$ cat src/rtl/tlb_pkg.sv
// Package: shared constants and types of the translation cache.
// Assumes a 32-bit page-table entry with the resident flag in the top bit
// and the frame number in the low 24 bits.
package tlb_pkg;
    localparam int PTE_W     = 32;
    localparam int PTE_V_BIT = 31;
    localparam int FRAME_W   = 24;

    // Trimmed page-table entry as stored: resident flag and frame only.
    typedef struct packed {
        logic               v;
        logic [FRAME_W-1:0] frame;
    } pte_store_t;

    // Controller state: waiting for a request, or reading the table.
    typedef enum logic {
        ST_IDLE = 1'b0,
        ST_WALK = 1'b1
    } walk_state_t;
endpackage

$ cat src/rtl/tlb_page_table.sv
// Module: register-array page table, one entry per page.
// Holds only the resident flag and frame of each entry. The read port is
// combinational and forwards a same-cycle write to the entry being read.
// Assumes a single write port driven by software.
module tlb_page_table
    import tlb_pkg::*;
#(
    parameter int PN_W      = 4,
    parameter int NUM_PAGES = 16
) (
    input  logic             clk,
    input  logic             rst_n,
    input  logic             wr_en,
    input  logic [PN_W-1:0]  wr_idx,
    input  logic [PTE_W-1:0] wr_data,
    input  logic [PN_W-1:0]  rd_idx,
    output pte_store_t       rd_data
);
    pte_store_t tbl_q [NUM_PAGES];
    pte_store_t wr_trim;
    logic       unused_pte_bits;

    // Keep only the fields translation depends on.
    assign wr_trim.v       = wr_data[PTE_V_BIT];
    assign wr_trim.frame   = wr_data[FRAME_W-1:0];
    assign unused_pte_bits = ^wr_data[PTE_V_BIT-1:FRAME_W];

    for (genvar gi = 0; gi < NUM_PAGES; gi++) begin : g_entry
        // Store one entry; it is cleared to non-resident on reset.
        always_ff @(posedge clk) begin
            if (!rst_n) begin
                tbl_q[gi] <= '0;
            end else if (wr_en && wr_idx == PN_W'(gi)) begin
                tbl_q[gi] <= wr_trim;
            end
        end
    end

    // Read with forwarding so a walk sees a write from the same cycle.
    always_comb begin
        if (wr_en && wr_idx == rd_idx) begin
            rd_data = wr_trim;
        end else begin
            rd_data = tbl_q[rd_idx];
        end
    end

    // A write must be visible on the next read of the same entry.
    AST_PT_WRITE_KEPT: assert property (@(posedge clk) disable iff (!rst_n)
        (wr_en && !$isunknown(wr_data)) |=> (tbl_q[$past(wr_idx)].v == $past(wr_data[PTE_V_BIT])));
endmodule

$ cat src/rtl/tlb_cam.sv
// Module: fully associative store of page-to-frame mappings.
// Looks up a page combinationally. Clearing has a fixed priority per slot:
// flush, then install, then invalidation of a matching page.
// Assumes the controller never installs a page that is already cached.
module tlb_cam #(
    parameter int ENTRIES = 4,
    parameter int PN_W    = 4,
    parameter int FRAME_W = 24,
    parameter int IDX_W   = 2
) (
    input  logic               clk,
    input  logic               rst_n,
    input  logic [PN_W-1:0]    lk_vpn,
    output logic               lk_hit,
    output logic [IDX_W-1:0]   lk_slot,
    output logic [FRAME_W-1:0] lk_frame,
    output logic               full,
    output logic [IDX_W-1:0]   free_slot,
    input  logic               flush,
    input  logic               inv_en,
    input  logic [PN_W-1:0]    inv_vpn,
    input  logic               ins_en,
    input  logic [IDX_W-1:0]   ins_slot,
    input  logic [PN_W-1:0]    ins_vpn,
    input  logic [FRAME_W-1:0] ins_frame
);
    logic [ENTRIES-1:0] valid_q;
    logic [ENTRIES-1:0] match;
    logic [PN_W-1:0]    vpn_q   [ENTRIES];
    logic [FRAME_W-1:0] frame_q [ENTRIES];

    for (genvar gi = 0; gi < ENTRIES; gi++) begin : g_slot
        // Maintain one slot: flush wins, then install, then invalidate.
        always_ff @(posedge clk) begin
            if (!rst_n) begin
                valid_q[gi] <= 1'b0;
                vpn_q[gi]   <= '0;
                frame_q[gi] <= '0;
            end else if (flush) begin
                valid_q[gi] <= 1'b0;
            end else if (ins_en && ins_slot == IDX_W'(gi)) begin
                valid_q[gi] <= 1'b1;
                vpn_q[gi]   <= ins_vpn;
                frame_q[gi] <= ins_frame;
            end else if (inv_en && vpn_q[gi] == inv_vpn) begin
                valid_q[gi] <= 1'b0;
            end
        end

        assign match[gi] = valid_q[gi] && (vpn_q[gi] == lk_vpn);
    end

    assign lk_hit = |match;
    assign full   = &valid_q;

    // Encode the matching slot and pick its frame.
    always_comb begin
        lk_slot  = '0;
        lk_frame = '0;
        for (int i = 0; i < ENTRIES; i++) begin
            if (match[i]) begin
                lk_slot  = IDX_W'(i);
                lk_frame = frame_q[i];
            end
        end
    end

    // Find the lowest-numbered empty slot.
    always_comb begin
        free_slot = '0;
        for (int i = ENTRIES - 1; i >= 0; i--) begin
            if (!valid_q[i]) begin
                free_slot = IDX_W'(i);
            end
        end
    end

    AST_ONE_MATCH: assert property (@(posedge clk) disable iff (!rst_n)
        $onehot0(match));
    AST_FLUSH_EMPTIES: assert property (@(posedge clk) disable iff (!rst_n)
        flush |=> (valid_q == '0));
    AST_INSTALL_NOT_FULL_FREE: assert property (@(posedge clk) disable iff (!rst_n)
        (ins_en && !flush) |=> valid_q[$past(ins_slot)]);
endmodule

$ cat src/rtl/tlb_lru.sv
// Module: true least-recently-used tracking by per-slot age.
// Ages form a permutation of 0..ENTRIES-1. The touched slot becomes age 0,
// and slots younger than it age by one. The oldest slot has the top age.
// Assumes ENTRIES >= 2.
module tlb_lru #(
    parameter int ENTRIES = 4,
    parameter int IDX_W   = 2
) (
    input  logic             clk,
    input  logic             rst_n,
    input  logic             touch_en,
    input  logic [IDX_W-1:0] touch_slot,
    output logic [IDX_W-1:0] oldest_slot
);
    localparam logic [IDX_W-1:0] AGE_MAX = IDX_W'(ENTRIES - 1);

    logic [IDX_W-1:0]   age_q [ENTRIES];
    logic [IDX_W-1:0]   touch_age;
    logic [ENTRIES-1:0] newest_vec;

    assign touch_age = age_q[touch_slot];

    for (genvar gi = 0; gi < ENTRIES; gi++) begin : g_age
        // Update one slot's age on a touch.
        always_ff @(posedge clk) begin
            if (!rst_n) begin
                age_q[gi] <= IDX_W'(gi);
            end else if (touch_en) begin
                if (touch_slot == IDX_W'(gi)) begin
                    age_q[gi] <= '0;
                end else if (age_q[gi] < touch_age) begin
                    age_q[gi] <= age_q[gi] + 1'b1;
                end
            end
        end

        assign newest_vec[gi] = (age_q[gi] == '0);
    end

    // Select the slot holding the top age.
    always_comb begin
        oldest_slot = '0;
        for (int i = 0; i < ENTRIES; i++) begin
            if (age_q[i] == AGE_MAX) begin
                oldest_slot = IDX_W'(i);
            end
        end
    end

    AST_SINGLE_NEWEST: assert property (@(posedge clk) disable iff (!rst_n)
        $countones(newest_vec) == 1);
    AST_TOUCHED_IS_NEWEST: assert property (@(posedge clk) disable iff (!rst_n)
        touch_en |=> (age_q[$past(touch_slot)] == '0));
endmodule

$ cat src/rtl/tlb_lru_refill.sv
// Module: translation cache top with automatic page-table refill.
// Idle: a request is looked up. A hit answers next cycle. A miss latches
// the page and offset and enters a one-cycle walk, which reads the page
// table, installs a resident entry (empty slot first, otherwise the least
// recently used slot) and answers. A non-resident entry answers as a fault.
// Assumes the client keeps at most one request outstanding.
module tlb_lru_refill
    import tlb_pkg::*;
#(
    parameter int VA_W    = 14,
    parameter int OFF_W   = 10,
    parameter int ENTRIES = 4,
    parameter int CNT_W   = 16
) (
    input  logic                       clk,
    input  logic                       rst_n,
    input  logic                       req_valid,
    input  logic [VA_W-1:0]            req_vaddr,
    output logic                       busy,
    output logic                       resp_valid,
    output logic                       resp_hit,
    output logic                       resp_fault,
    output logic [FRAME_W+OFF_W-1:0]   resp_paddr,
    input  logic                       pt_we,
    input  logic [VA_W-OFF_W-1:0]      pt_idx,
    input  logic [PTE_W-1:0]           pt_wdata,
    input  logic                       flush,
    output logic [CNT_W-1:0]           hit_count,
    output logic [CNT_W-1:0]           miss_count
);
    localparam int PN_W      = VA_W - OFF_W;
    localparam int NUM_PAGES = 1 << PN_W;
    localparam int IDX_W     = $clog2(ENTRIES);
    localparam int PA_W      = FRAME_W + OFF_W;

    walk_state_t        st_q;
    logic [PN_W-1:0]    walk_vpn_q;
    logic [OFF_W-1:0]   walk_off_q;
    logic               accept;
    logic               walking;
    logic [PN_W-1:0]    req_vpn;
    logic [OFF_W-1:0]   req_off;
    logic               lk_hit;
    logic [IDX_W-1:0]   lk_slot;
    logic [FRAME_W-1:0] lk_frame;
    logic               cam_full;
    logic [IDX_W-1:0]   cam_free;
    logic [IDX_W-1:0]   lru_oldest;
    pte_store_t         pt_rd;
    logic               ins_en;
    logic [IDX_W-1:0]   ins_slot;
    logic               touch_en;
    logic [IDX_W-1:0]   touch_slot;

    assign req_vpn = req_vaddr[VA_W-1:OFF_W];
    assign req_off = req_vaddr[OFF_W-1:0];
    assign walking = (st_q == ST_WALK);
    assign accept  = req_valid && (st_q == ST_IDLE);
    assign busy    = walking;

    // Install on a resident walk, into a free slot before evicting.
    assign ins_en     = walking && pt_rd.v;
    assign ins_slot   = cam_full ? lru_oldest : cam_free;
    assign touch_en   = (accept && lk_hit) || ins_en;
    assign touch_slot = ins_en ? ins_slot : lk_slot;

    tlb_page_table #(
        .PN_W      (PN_W),
        .NUM_PAGES (NUM_PAGES)
    ) u_pt (
        .clk     (clk),
        .rst_n   (rst_n),
        .wr_en   (pt_we),
        .wr_idx  (pt_idx),
        .wr_data (pt_wdata),
        .rd_idx  (walk_vpn_q),
        .rd_data (pt_rd)
    );

    tlb_cam #(
        .ENTRIES (ENTRIES),
        .PN_W    (PN_W),
        .FRAME_W (FRAME_W),
        .IDX_W   (IDX_W)
    ) u_cam (
        .clk       (clk),
        .rst_n     (rst_n),
        .lk_vpn    (req_vpn),
        .lk_hit    (lk_hit),
        .lk_slot   (lk_slot),
        .lk_frame  (lk_frame),
        .full      (cam_full),
        .free_slot (cam_free),
        .flush     (flush),
        .inv_en    (pt_we),
        .inv_vpn   (pt_idx),
        .ins_en    (ins_en),
        .ins_slot  (ins_slot),
        .ins_vpn   (walk_vpn_q),
        .ins_frame (pt_rd.frame)
    );

    tlb_lru #(
        .ENTRIES (ENTRIES),
        .IDX_W   (IDX_W)
    ) u_lru (
        .clk         (clk),
        .rst_n       (rst_n),
        .touch_en    (touch_en),
        .touch_slot  (touch_slot),
        .oldest_slot (lru_oldest)
    );

    // Sequence idle and walk states; latch the missing page and offset.
    always_ff @(posedge clk) begin
        if (!rst_n) begin
            st_q       <= ST_IDLE;
            walk_vpn_q <= '0;
            walk_off_q <= '0;
        end else if (accept && !lk_hit) begin
            st_q       <= ST_WALK;
            walk_vpn_q <= req_vpn;
            walk_off_q <= req_off;
        end else if (walking) begin
            st_q <= ST_IDLE;
        end
    end

    // Register the response of a hit or of a finished walk.
    always_ff @(posedge clk) begin
        if (!rst_n) begin
            resp_valid <= 1'b0;
            resp_hit   <= 1'b0;
            resp_fault <= 1'b0;
            resp_paddr <= '0;
        end else if (walking) begin
            resp_valid <= 1'b1;
            resp_hit   <= 1'b0;
            resp_fault <= !pt_rd.v;
            resp_paddr <= pt_rd.v ? {pt_rd.frame, walk_off_q} : '0;
        end else if (accept && lk_hit) begin
            resp_valid <= 1'b1;
            resp_hit   <= 1'b1;
            resp_fault <= 1'b0;
            resp_paddr <= {lk_frame, req_off};
        end else begin
            resp_valid <= 1'b0;
            resp_hit   <= 1'b0;
            resp_fault <= 1'b0;
        end
    end

    // Count hits at lookup and misses at walk completion.
    always_ff @(posedge clk) begin
        if (!rst_n) begin
            hit_count  <= '0;
            miss_count <= '0;
        end else begin
            if (accept && lk_hit) begin
                hit_count <= hit_count + 1'b1;
            end
            if (walking) begin
                miss_count <= miss_count + 1'b1;
            end
        end
    end

    AST_HIT_NEXT_CYCLE: assert property (@(posedge clk) disable iff (!rst_n)
        (accept && lk_hit) |=> (resp_valid && resp_hit));
    AST_MISS_GOES_BUSY: assert property (@(posedge clk) disable iff (!rst_n)
        (accept && !lk_hit) |=> (busy && !resp_valid));
    AST_WALK_ONE_CYCLE: assert property (@(posedge clk) disable iff (!rst_n)
        busy |=> (!busy && resp_valid && !resp_hit));
    AST_BUSY_NO_HIT: assert property (@(posedge clk) disable iff (!rst_n)
        busy |=> $stable(hit_count));
    AST_FAULT_NO_ADDR: assert property (@(posedge clk) disable iff (!rst_n)
        resp_fault |-> (!resp_hit && resp_paddr == '0));
    AST_HIT_COUNT_STEP: assert property (@(posedge clk) disable iff (!rst_n)
        (resp_valid && resp_hit) |-> (hit_count == $past(hit_count) + CNT_W'(1)));
    AST_MISS_COUNT_STEP: assert property (@(posedge clk) disable iff (!rst_n)
        (resp_valid && !resp_hit) |-> (miss_count == $past(miss_count) + CNT_W'(1)));
endmodule

$ cat config.mk
export PLATFORM = sky130hd
export DESIGN_NAME = tlb_lru_refill
export DESIGN_NICKNAME = d
export VERILOG_FILES = /design/src/rtl/tlb_pkg.sv /design/src/rtl/tlb_page_table.sv /design/src/rtl/tlb_cam.sv /design/src/rtl/tlb_lru.sv /design/src/rtl/tlb_lru_refill.sv
export SDC_FILE = /design/constraint.sdc
export NUM_CORES = 1
export LEC_CHECK = 0
export ABC_AREA = 1
export BUFFER_PORTS_ARGS = -buffer_cell sky130_fd_sc_hd__buf_4
export CAP_MARGIN = 20
export CORE_ASPECT_RATIO = 1.4
export CORE_MARGIN = 5
export CORE_UTILIZATION = 60
export DETAILED_ROUTE_END_ITERATION = 8
export PLACE_DENSITY_LB_ADDON = 0.15
export SETUP_SLACK_MARGIN = 0.05
export SKIP_LAST_GASP = 1
export SYNTH_ARGS = -nofsm -noshare
export SYNTH_HDL_FRONTEND = slang
export SYNTH_SLANG_ARGS = --single-unit
export TNS_END_PERCENT = 30
$ cat constraint.sdc
create_clock -name clk -period 7.3 [get_ports clk]
set_clock_uncertainty 0.2 [all_clocks]
set_input_delay 0 -clock clk [delete_from_list [all_inputs] [get_ports clk]]
set_output_delay 0 -clock clk [all_outputs]
set_load 0.02 [all_outputs]
==> flow_summary.yaml, run 1 <==
layout:
  nNetsFinal: 2920
  stdcell_count: 3516
  drive_gt1_frac: 0.113
  n_antenna_cell: 0
  n_fill_cell: 3422
  area_growth_pct: 13.5
  finish.utilization: 0.690
floorplanning:
  start_util: 0.608
  dieArea_sq_um: 50200
  dieWidth_um: 191
  core_region_area_sq_um: 45100
  rows: 92
  die_height_um: 263
  ios: 125
critical_path:
  cpMostUsedCell: "nand3_1"
  cp_top_family: "simple AND/OR/NAND/NOR gates"
  crit_buf_inv: 2
  arrival_ns: 4.69
  critPathLaunchType: "flip-flop"
  crit_chain: "buf_4 > nand3_1 > nand3_1 > nand3_1 > nand3_4 > nand3_4 > nor2_8 > nand3_1 > nand2_1 > buf_4"
  cpPeakStageDelay_ns: 0.87
  path_max_fanout: 66
  cp-end-kind: "flip-flop"
  crit_required_ns: 7.40
  critical_path_class: "flip-flop to flip-flop"
  slowest_stage: "dfxtp_2"
grt:
  grt_use_total: 0.303
  grt_pass1_wl_um: 118000
  antenna_found_initial: 0
  grt_pass1_vias: 21700
  overflow: 0
  grt_start_max_net_pins: 106
pwr:
  p_leak_nw: 11.5
  ir_drop_uv: 205
  p_total_mw: 7.84
  powerDensity_nw_per_um2: 252
sta:
  min_period_ns: 4.59
  holdWs_ns: 0.0892
  slew_headroom: 0.267
  finalMaxSlewViolations: 0
  hold_violations: 0
  setup_viol: 0
  worstMarginPinSlew_ns: 1.10
  timing.setup.tns_ns: 0
  fmax_ghz: 0.218
  fin_crit_sh: 0.628
  grt_setup_unrepaired: "false"
clock_tree:
  htreeDepth: 2
  cts_resized: 0
  tritoncts: "built"
  cts_sinks: 612
  cts_root_buf: "clkbuf_16"
  clock_latency_ns: 0.61
  cts_buffers: 55
  clk_pin_slew_worst_paths_ns: 0.06
  clock_tree.buffer_depth: 3
outcome:
  status: "complete, no violations"
routing:
  wl_per_cell_um: 22.3
  vias: 21800
  viasPerCell: 6.19
  ant_nets: 0
  drc: 0
  drt-total-wl_um: 78300
  firstDrtPassIters: 6
  initialDrtViolationCount: 2095
synth:
  ys_warn_count: 0
  synth_area_leaders: "edfxtp_1 57%, nor2_1 11%, o21ai_0 7.1%"
  synth_fp_nets: 2843
  ys_seq_elements: 612
  yosysTopAreaCell: "edfxtp_1"
  synthFlopType: "edfxtp_1"
  synthArstFlopShare: 0
  synth.top_cell.area_share: 0.569
  synth_edf_count: 520
  syn_inst: 2783
  syn_area_sq_um: 27500
  syn_area_per_cell_sq_um: 9.86
  seq_area_frac_synth: 0.636
  yosysUniqueCellTypes: 54
flow_run:
  drv_cap: 0
place:
  dp_cells: 3353
  gp_congestion: 0.870
  io_buffers: 117
  dp_hpwl_um: 43900
hold_path:
  hold_path.class: "input pin to flip-flop"
-- layout by cell type, fill, tap and decap left out, types with 5 or more instances in the layout --
cell type and instances:
bufinv_16 8, nor2_1 840, inv_2 14, dfxtp_1 89
or2_0 8, nand2_1 133, o221ai_1 22, xnor2_1 5
a31oi_1 20, edfxtp_1 520, a21oi_1 91, nor3_1 13
clkbuf_1 9, o32ai_1 5, o211ai_1 22, clkinv_1 19
buf_4 166, inv_1 105, nand3_2 10, nor2_2 12
clkbuf_16 57, o21ai_0 380, nand4_1 14, o21ai_2 12
or2_1 9, dlygate4sd3_1 61, o21ai_1 19, o22ai_1 105
nand3_1 57, ha_1 5, nand2_2 11, clkinv_2 9
-- final cells by class --
cell class,count,area (sq um),area share
Multi-Input combinational cell,1835,8690,0.279
Tap cell,611,764,0.0245
Timing Repair Buffer,227,1860,0.0596
Clock inverter,33,378,0.0121
Clock buffer,69,1500,0.0482
Inverter,129,488,0.0157
Sequential cell,612,17500,0.561
-- worst min-delay path: cells and delay by family --
kind                   cells  cell delay (ns)
buffers and inverters      2             0.63
AO/OA/AOI/OAI              2             0.21
-- per-stage QoR --
step           setup slack (ns)  instance area, sq um
3_3_place_gp               2.82                 28700
6_report                   2.71                 31100
2_1_floorplan              3.34                 27500
3_5_place_dp               2.73                 28700
4_1_cts                    2.72                 31100
5_1_grt                    2.55                 31100
-- path summary, 6_finish.rpt --
check,from,endpoint,slack [ns],cells after the start
max reg2reg,flip-flop,u_cam.frame_q[0][4],2.71,10
max,flip-flop,u_cam.frame_q[0][4],2.71,10
min reg2reg,walk_off_q[3],resp_paddr[3],0.27,2
min,req_vaddr[7],resp_paddr[7],0.09,4
-- power breakdown --
part           leakage, nW  internal [mW]  total (mW)  switching (mW)
clock network        0.919           1.74        3.01            1.27
registers             5.81           3.97        4.04          0.0694
logic                 4.73          0.218       0.784           0.566
-- flip-flops by register name (all words and copies together) (netlist names), named ones only --
register and cells:
busy 1, hit_count 16, miss_count 16, resp_fault 1
resp_hit 1, resp_paddr 34, resp_valid 1, u_cam.frame_q 96
u_cam.valid_q 4, u_cam.vpn_q 16, u_lru.age_q 8, u_pt.tbl_q 400
walk_off_q 10, walk_vpn_q 4
-- timing repair --
item                      4_1_cts  5_1_grt
hold endpoints to repair      616        0
hold buffers                   61        0
setup buffers                   0        0
-- logic make-up after synthesis --
| family | after synthesis | synth area share |
|---|---|---|
| AOI/OAI and AO/OA | 689 | 0.139 |
| xor gates and xnor gates | 9 | 0.00287 |
| adders and majority gates | 5 | 0.00228 |
| buffers and inverters | 336 | 0.0500 |
| DFF | 612 | 0.636 |
| and+or+nand+nor | 1132 | 0.170 |
-- metal layers --
layer | vias up | global-route usage | wire length, um
met4 | 0 | 0.165 | 4370
met3 | 299 | 0.0547 | 7020
li1 | 9817 | - | -
met2 | 1212 | 0.533 | 39600
met5 | - | 0 | 0
met1 | 10500 | 0.349 | 27300
-- synth_stat cells (4+ instances only) --
cell type,number
edfxtp_1,520
o211ai_1,22
dfxtp_1,92
o32ai_1,5
inv_1,103
buf_2,39
or2_0,8
nor4_1,4
nand3_2,5
nand4_1,14
a31oi_1,20
buf_1,5
nor2_2,12
clkinv_1,10
buf_4,10
o21ai_1,19
o22ai_1,105
or2_1,9
ha_1,5
xnor2_1,5
o21ai_0,390
inv_2,15
nand2_2,7
a21oi_1,91
o221ai_1,22
nor3b_1,4
nor3_1,13
nand3_1,62
nand2_1,137
o21a_1,4
nor2_1,840
xor2_1,4
clkbuf_1,150
(Power assumes the default switching activity.)
==> inputs of run 2 (changes only) <==
Settings changed: CORE_UTILIZATION 60 to 56.
Clock period 7.3 ns to 3.9 ns, I/O delays scaled along.
==> flow_summary.yaml, run 2 (same netlist as run 1, synthesis figures left out) <==
outcome:
  status: "complete, no violations"
layout:
  regArea_sq_um: 17500
  layout_commonest_cell: "nor2_1"
  n_antenna_cell: 0
  nNetsFinal: 2948
  n_fill_cell: 3985
  largest_reg_flops: 400
  layout_common_cells: "840 x nor2_1, 520 x edfxtp_1, 380 x o21ai_0, 181 x buf_4, 136 x nand2_1"
  top_regs: "u_pt.tbl_q x400, u_cam.frame_q x96, resp_paddr x34"
  area_growth_pct: 14.2
  top_register: "u_pt.tbl_q"
  drive_gt1_frac: 0.115
  multi_input_area_sq_um: 8660
  finish.utilization: 0.643
grt:
  antenna_found_initial: 0
  grt_use_total: 0.295
  grt_pass1_wl_um: 122000
  grt_start_max_net_pins: 131
  grt_pass1_vias: 21500
  overflow: 0
routing:
  firstDrtPassIters: 6
  wl_per_cell_um: 22.7
  drt-total-wl_um: 81000
  ant_nets: 0
  viasPerCell: 6.17
  drc: 0
  vias: 22000
  initialDrtViolationCount: 2505
pwr:
  ir_drop_uv: 519
  combinationalPowerShare: 0.103
  powerDensity_nw_per_um2: 466
  swShare: 0.251
  power_frac_clock: 0.379
  seq_power_share: 0.517
  p_int_mw: 10.9
  p_leak_nw: 11.6
  net-switching-power_mw: 3.66
clock_tree:
  clock_latency_ns: 0.63
  htreeDepth: 2
  tritoncts: "built"
  cts_sinks: 612
  cts_root_buf: "clkbuf_16"
  clock_tree.buffer_depth: 3
  clk_pin_slew_worst_paths_ns: 0.06
  cts_buffers: 57
sta:
  worstMarginPinSlew_ns: 1.05
  timing.setup.tns_ns: 0
  fin_crit_sh: 0.815
  min_period_ns: 3.18
  slew_headroom: 0.298
  hold_violations: 0
  grt_setup_unrepaired: "false"
  setup_viol: 0
  fmax_ghz: 0.315
  finalMaxSlewViolations: 0
floorplanning:
  ios: 125
  rows: 96
  core_region_area_sq_um: 48800
  start_util: 0.563
  dieArea_sq_um: 53600
  dieWidth_um: 197
  die_height_um: 272
place:
  io_buffers: 117
  dp_hpwl_um: 43900
  gp_congestion: 0.866
flow_run:
  drv_cap: 0
critical_path:
  crit_required_ns: 4.27
  critPathLaunchType: "flip-flop"
  path_max_fanout: 31
  critical_path_class: "flip-flop to flip-flop"
  cp-end-kind: "flip-flop"
  arrival_ns: 3.55
hold_path:
  hold_path.class: "input pin to flip-flop"
## run 2: cell types whose count changed in the layout (fill, tap and decap cells not counted), moves of 3 or more
cell           before  now
nand2_2            11    8
buf_4             166  181
nand3_2            10    5
clkinvlp_4          4    1
clkbuf_1            9   16
nand2_1           133  136
bufinv_16           8    3
clkbuf_8            3    7
nand3_1            57   62
dlygate4sd3_1      61   71
## run 2: area by class of cell
class | count | area share
multi-input cells | 1835 | 0.276
inverters | 129 | 0.0156
clock buffers | 81 | 0.0513
well taps | 637 | 0.0254
repair buffers | 253 | 0.0667
flip-flops and latches | 612 | 0.557
clock inverters | 27 | 0.00747
## run 2: worst max-delay path, cell delays in order (launching register included)
cell and delay [ns]:
dfxtp_2 0.36, buf_4 0.34, nand2_1 0.11, nand3_1 0.08
nand3_1 0.11, nand3_4 0.16, nand3_4 0.39, inv_1 0.56
nand2_1 0.10, a21oi_1 0.15, dlygate4sd3_1 0.55
## run 2: routing by layer
metal	vias to the layer above	wire [um]	track usage
met3	308	7030	0.0413
met5	-	0	0
met4	0	4300	0.155
li1	9894	-	-
met1	10600	29000	0.358
met2	1213	40700	0.511
## run 2: path summary, 6_finish.rpt
| path | cells past startpoint | endpoint | from | slack [ns] |
|---|---|---|---|---|
| setup / recovery | 10 | resp_paddr[5] | flip-flop | 0.72 |
| hold / removal | 4 | resp_paddr[1] | req_vaddr[1] | 0.04 |
| setup reg to reg | 10 | resp_paddr[5] | flip-flop | 0.72 |
| hold reg to reg | 2 | resp_paddr[2] | walk_off_q[2] | 0.27 |
## run 2: timing repair
| action | 4_1_cts | 5_1_grt |
|---|---|---|
| hold endpoints to repair | 671 | 0 |
| hold buffers | 71 | 0 |
| setup buffers | 0 | 0 |
| resized for setup | 0 | 0 |
## run 2: power groups by stage
stage | registers, mW | logic [mW] | clock network [mW]
floorplan | 7.68 | 0.867 | 0
global placement | 7.67 | 1.38 | 0
detailed placement | 7.69 | 1.42 | 0
CTS | 7.55 | 1.48 | 5.58
global route | 7.57 | 1.62 | 5.82
finish | 7.55 | 1.50 | 5.54
## run 2: per-stage QoR
step	instances	setup WS [ns]	total power [mW]	hold slack, ns	cell area [sq um]
floorplan	2783	0.699	8.55	-0.0357	27500
global placement	3395	0.814	9.05	0.0654	28800
detailed placement	3395	0.777	9.10	0.0774	28800
CTS	3574	0.733	14.6	0.0133	31300
global route	3574	0.501	15.0	0.0764	31300
finish	3574	0.722	14.6	0.0439	31300
==> inputs of run 3 (changes only) <==
Settings changed: ABC_AREA 1 to 0, CORE_UTILIZATION 56 to 60.
Clock period 3.9 ns to 3.05 ns, I/O delays scaled along.
==> flow_summary.yaml, run 3 <==
outcome:
  status: "complete, but fails checks"
  violations: "negative setup slack"
synth:
  syn_area_sq_um: 27600
  synth_fp_nets: 2078
  synthFlopType: "edfxtp_1"
  ys_seq_elements: 612
  seq_area_frac_synth: 0.632
  syn_area_per_cell_sq_um: 13.7
  yosysTopAreaCell: "edfxtp_1"
  syn_inst: 2018
  synth_edf_count: 520
  yosysUniqueCellTypes: 53
  synth_common_cells: "520 x edfxtp_1, 404 x and2_1, 244 x nor2_1"
  ys_warn_count: 0
  synth_area_leaders: "edfxtp_1 57%, mux4_2 10%, and2_1 9.1%"
  synthArstFlopShare: 0
  yosysMostFrequentCell: "edfxtp_1"
  synth.top_cell.area_share: 0.565
routing:
  ant_nets: 0
  drt-total-wl_um: 72900
  initialDrtViolationCount: 1780
  drc: 0
  firstDrtPassIters: 5
  vias: 17900
  wl_per_cell_um: 24.9
  viasPerCell: 6.12
layout:
  layout_common_cells: "520 x edfxtp_1, 404 x and2_1, 246 x buf_4, 243 x nor2_1, 124 x mux4_2"
  finish.utilization: 0.722
  area_growth_pct: 19.8
  layout_commonest_cell: "edfxtp_1"
  largest_reg_flops: 400
  top_regs: "u_pt.tbl_q x400, u_cam.frame_q x96, resp_paddr x34"
  drive_gt1_frac: 0.248
  stdcell_count: 2922
  top_register: "u_pt.tbl_q"
  nNetsFinal: 2317
grt:
  antenna_found_initial: 1
  grt_pass1_vias: 18600
  grt_use_total: 0.285
  grt_start_max_net_pins: 97
  overflow: 0
  grt_pass1_wl_um: 109000
critical_path:
  path_max_fanout: 6
  critical_path_class: "flip-flop to flip-flop"
  r2r_cells: 11
  critPathLaunchType: "flip-flop"
  crit_required_ns: 3.21
  r2r-end: "u_lru.age_q[3][1]"
  r2r_slack_ns: -0.44
  arrival_ns: 3.65
  cp-end-kind: "flip-flop"
sta:
  fmax_ghz: 0.286
  slew_headroom: 0.520
  fin_ws_ns: -0.441
  holdWs_ns: 0.0325
  finalMaxSlewViolations: 0
  min_period_ns: 3.49
  worstMarginPinSlew_ns: 0.720
  hold_violations: 0
  setup_viol: 43
  grt_setup_unrepaired: "true"
  fin_crit_sh: 1.14
pwr:
  p_leak_nw: 11.8
  powerDensity_nw_per_um2: 563
  p_total_mw: 18.6
  ir_drop_uv: 586
floorplanning:
  dieWidth_um: 191
  core_region_area_sq_um: 45800
  die_height_um: 264
  start_util: 0.603
  rows: 93
  ios: 125
  dieArea_sq_um: 50500
flow_run:
  drv_cap: 0
clock_tree:
  cts_buffers: 57
  cts_root_buf: "clkbuf_16"
  clock_tree.buffer_depth: 3
  clk_pin_slew_worst_paths_ns: 0.07
  clock_latency_ns: 0.61
  htreeDepth: 2
  cts_sinks: 612
  tritoncts: "built"
place:
  dp_hpwl_um: 41400
  io_buffers: 117
  gp_congestion: 0.851
  dp_cells: 2739
  pre_cts_slack_ns: -0.493
hold_path:
  hold_path.class: "input pin to flip-flop"
  whs_path_depth: 4
  min_from: "req_vaddr[6]"
  hold_end: "walk_off_q[6]"
==> run 3: worst max path at each step <==
stage | startpoint | endpoint | cells past startpoint
6_report | flip-flop | u_lru.age_q[3][1] | 11
3_5_place_dp | flip-flop | u_lru.age_q[0][0] | 11
5_1_grt | flip-flop | u_lru.age_q[3][1] | 11
3_3_place_gp | flip-flop | u_lru.age_q[3][1] | 12
2_1_floorplan | walk_vpn_q[2] | u_cam.frame_q[2][0] | 8
4_1_cts | flip-flop | u_lru.age_q[1][0] | 11
==> run 3: timing repair <==
item / CTS / global route
cloned: 4 / 5
setup endpoints to repair: 126 / 243
resized for setup: 27 / 28
hold endpoints to repair: 707 / 0
buffers inserted: 6 / 4
pin swaps: 8 / 6
hold buffers: 59 / 0
==> run 3: area by class of cell <==
class                           count  area, sq um
Clock buffer                       76         1530
Inverter                           14         52.6
Tap cell                          617          772
Antenna cell                        2         5.00
Multi-Input combinational cell   1238         9900
Timing Repair Buffer              334         3020
Clock inverter                     29          343
Fill cell                        3040        12800
Sequential cell                   612        17500
==> run 3: stage by stage <==
stage          TNS (ns)  area (sq um)
6_report          -6.95         33100
3_5_place_dp     -23.25         30100
5_1_grt          -11.23         33100
3_3_place_gp     -20.13         30100
2_1_floorplan    -22.48         27800
4_1_cts          -11.10         32800
==> run 3: logic make-up after synthesis <==
logic type,count (synthesis),share of synthesized area
simple gates,790,0.151
compound gates,200,0.0489
fa+ha+maj,5,0.00226
buf+inv,169,0.0232
flops,612,0.632
xor+xnor,63,0.0200
mux,179,0.122
==> run 3: power breakdown <==
part	internal (mW)	switching [mW]	total [mW]	leakage, nW
combinational	0.801	1.01	1.81	5.11
sequential	9.50	0.151	9.65	5.81
clock	4.12	3.07	7.19	0.912
==> run 3: worst max-delay path, cell delays in order (launching register included) <==
cell and delay [ns]:
dfxtp_4 0.40, mux4_2 0.52, mux2i_1 0.16, mux2i_1 0.13, mux2i_2 0.27, buf_4 0.17
nand2b_4 0.15, mux2i_4 0.26, buf_6 0.16, mux2_4 0.32, a21o_1 0.21, a221o_1 0.29
==> run 3: routing by layer <==
metal / track usage / up-vias / wire (um)
li1: - / 7855 / -
met1: 0.346 / 9055 / 25800
met2: 0.524 / 812 / 39700
met3: 0.0340 / 162 / 4820
met4: 0.0965 / 0 / 2570
met5: 0 / - / 0
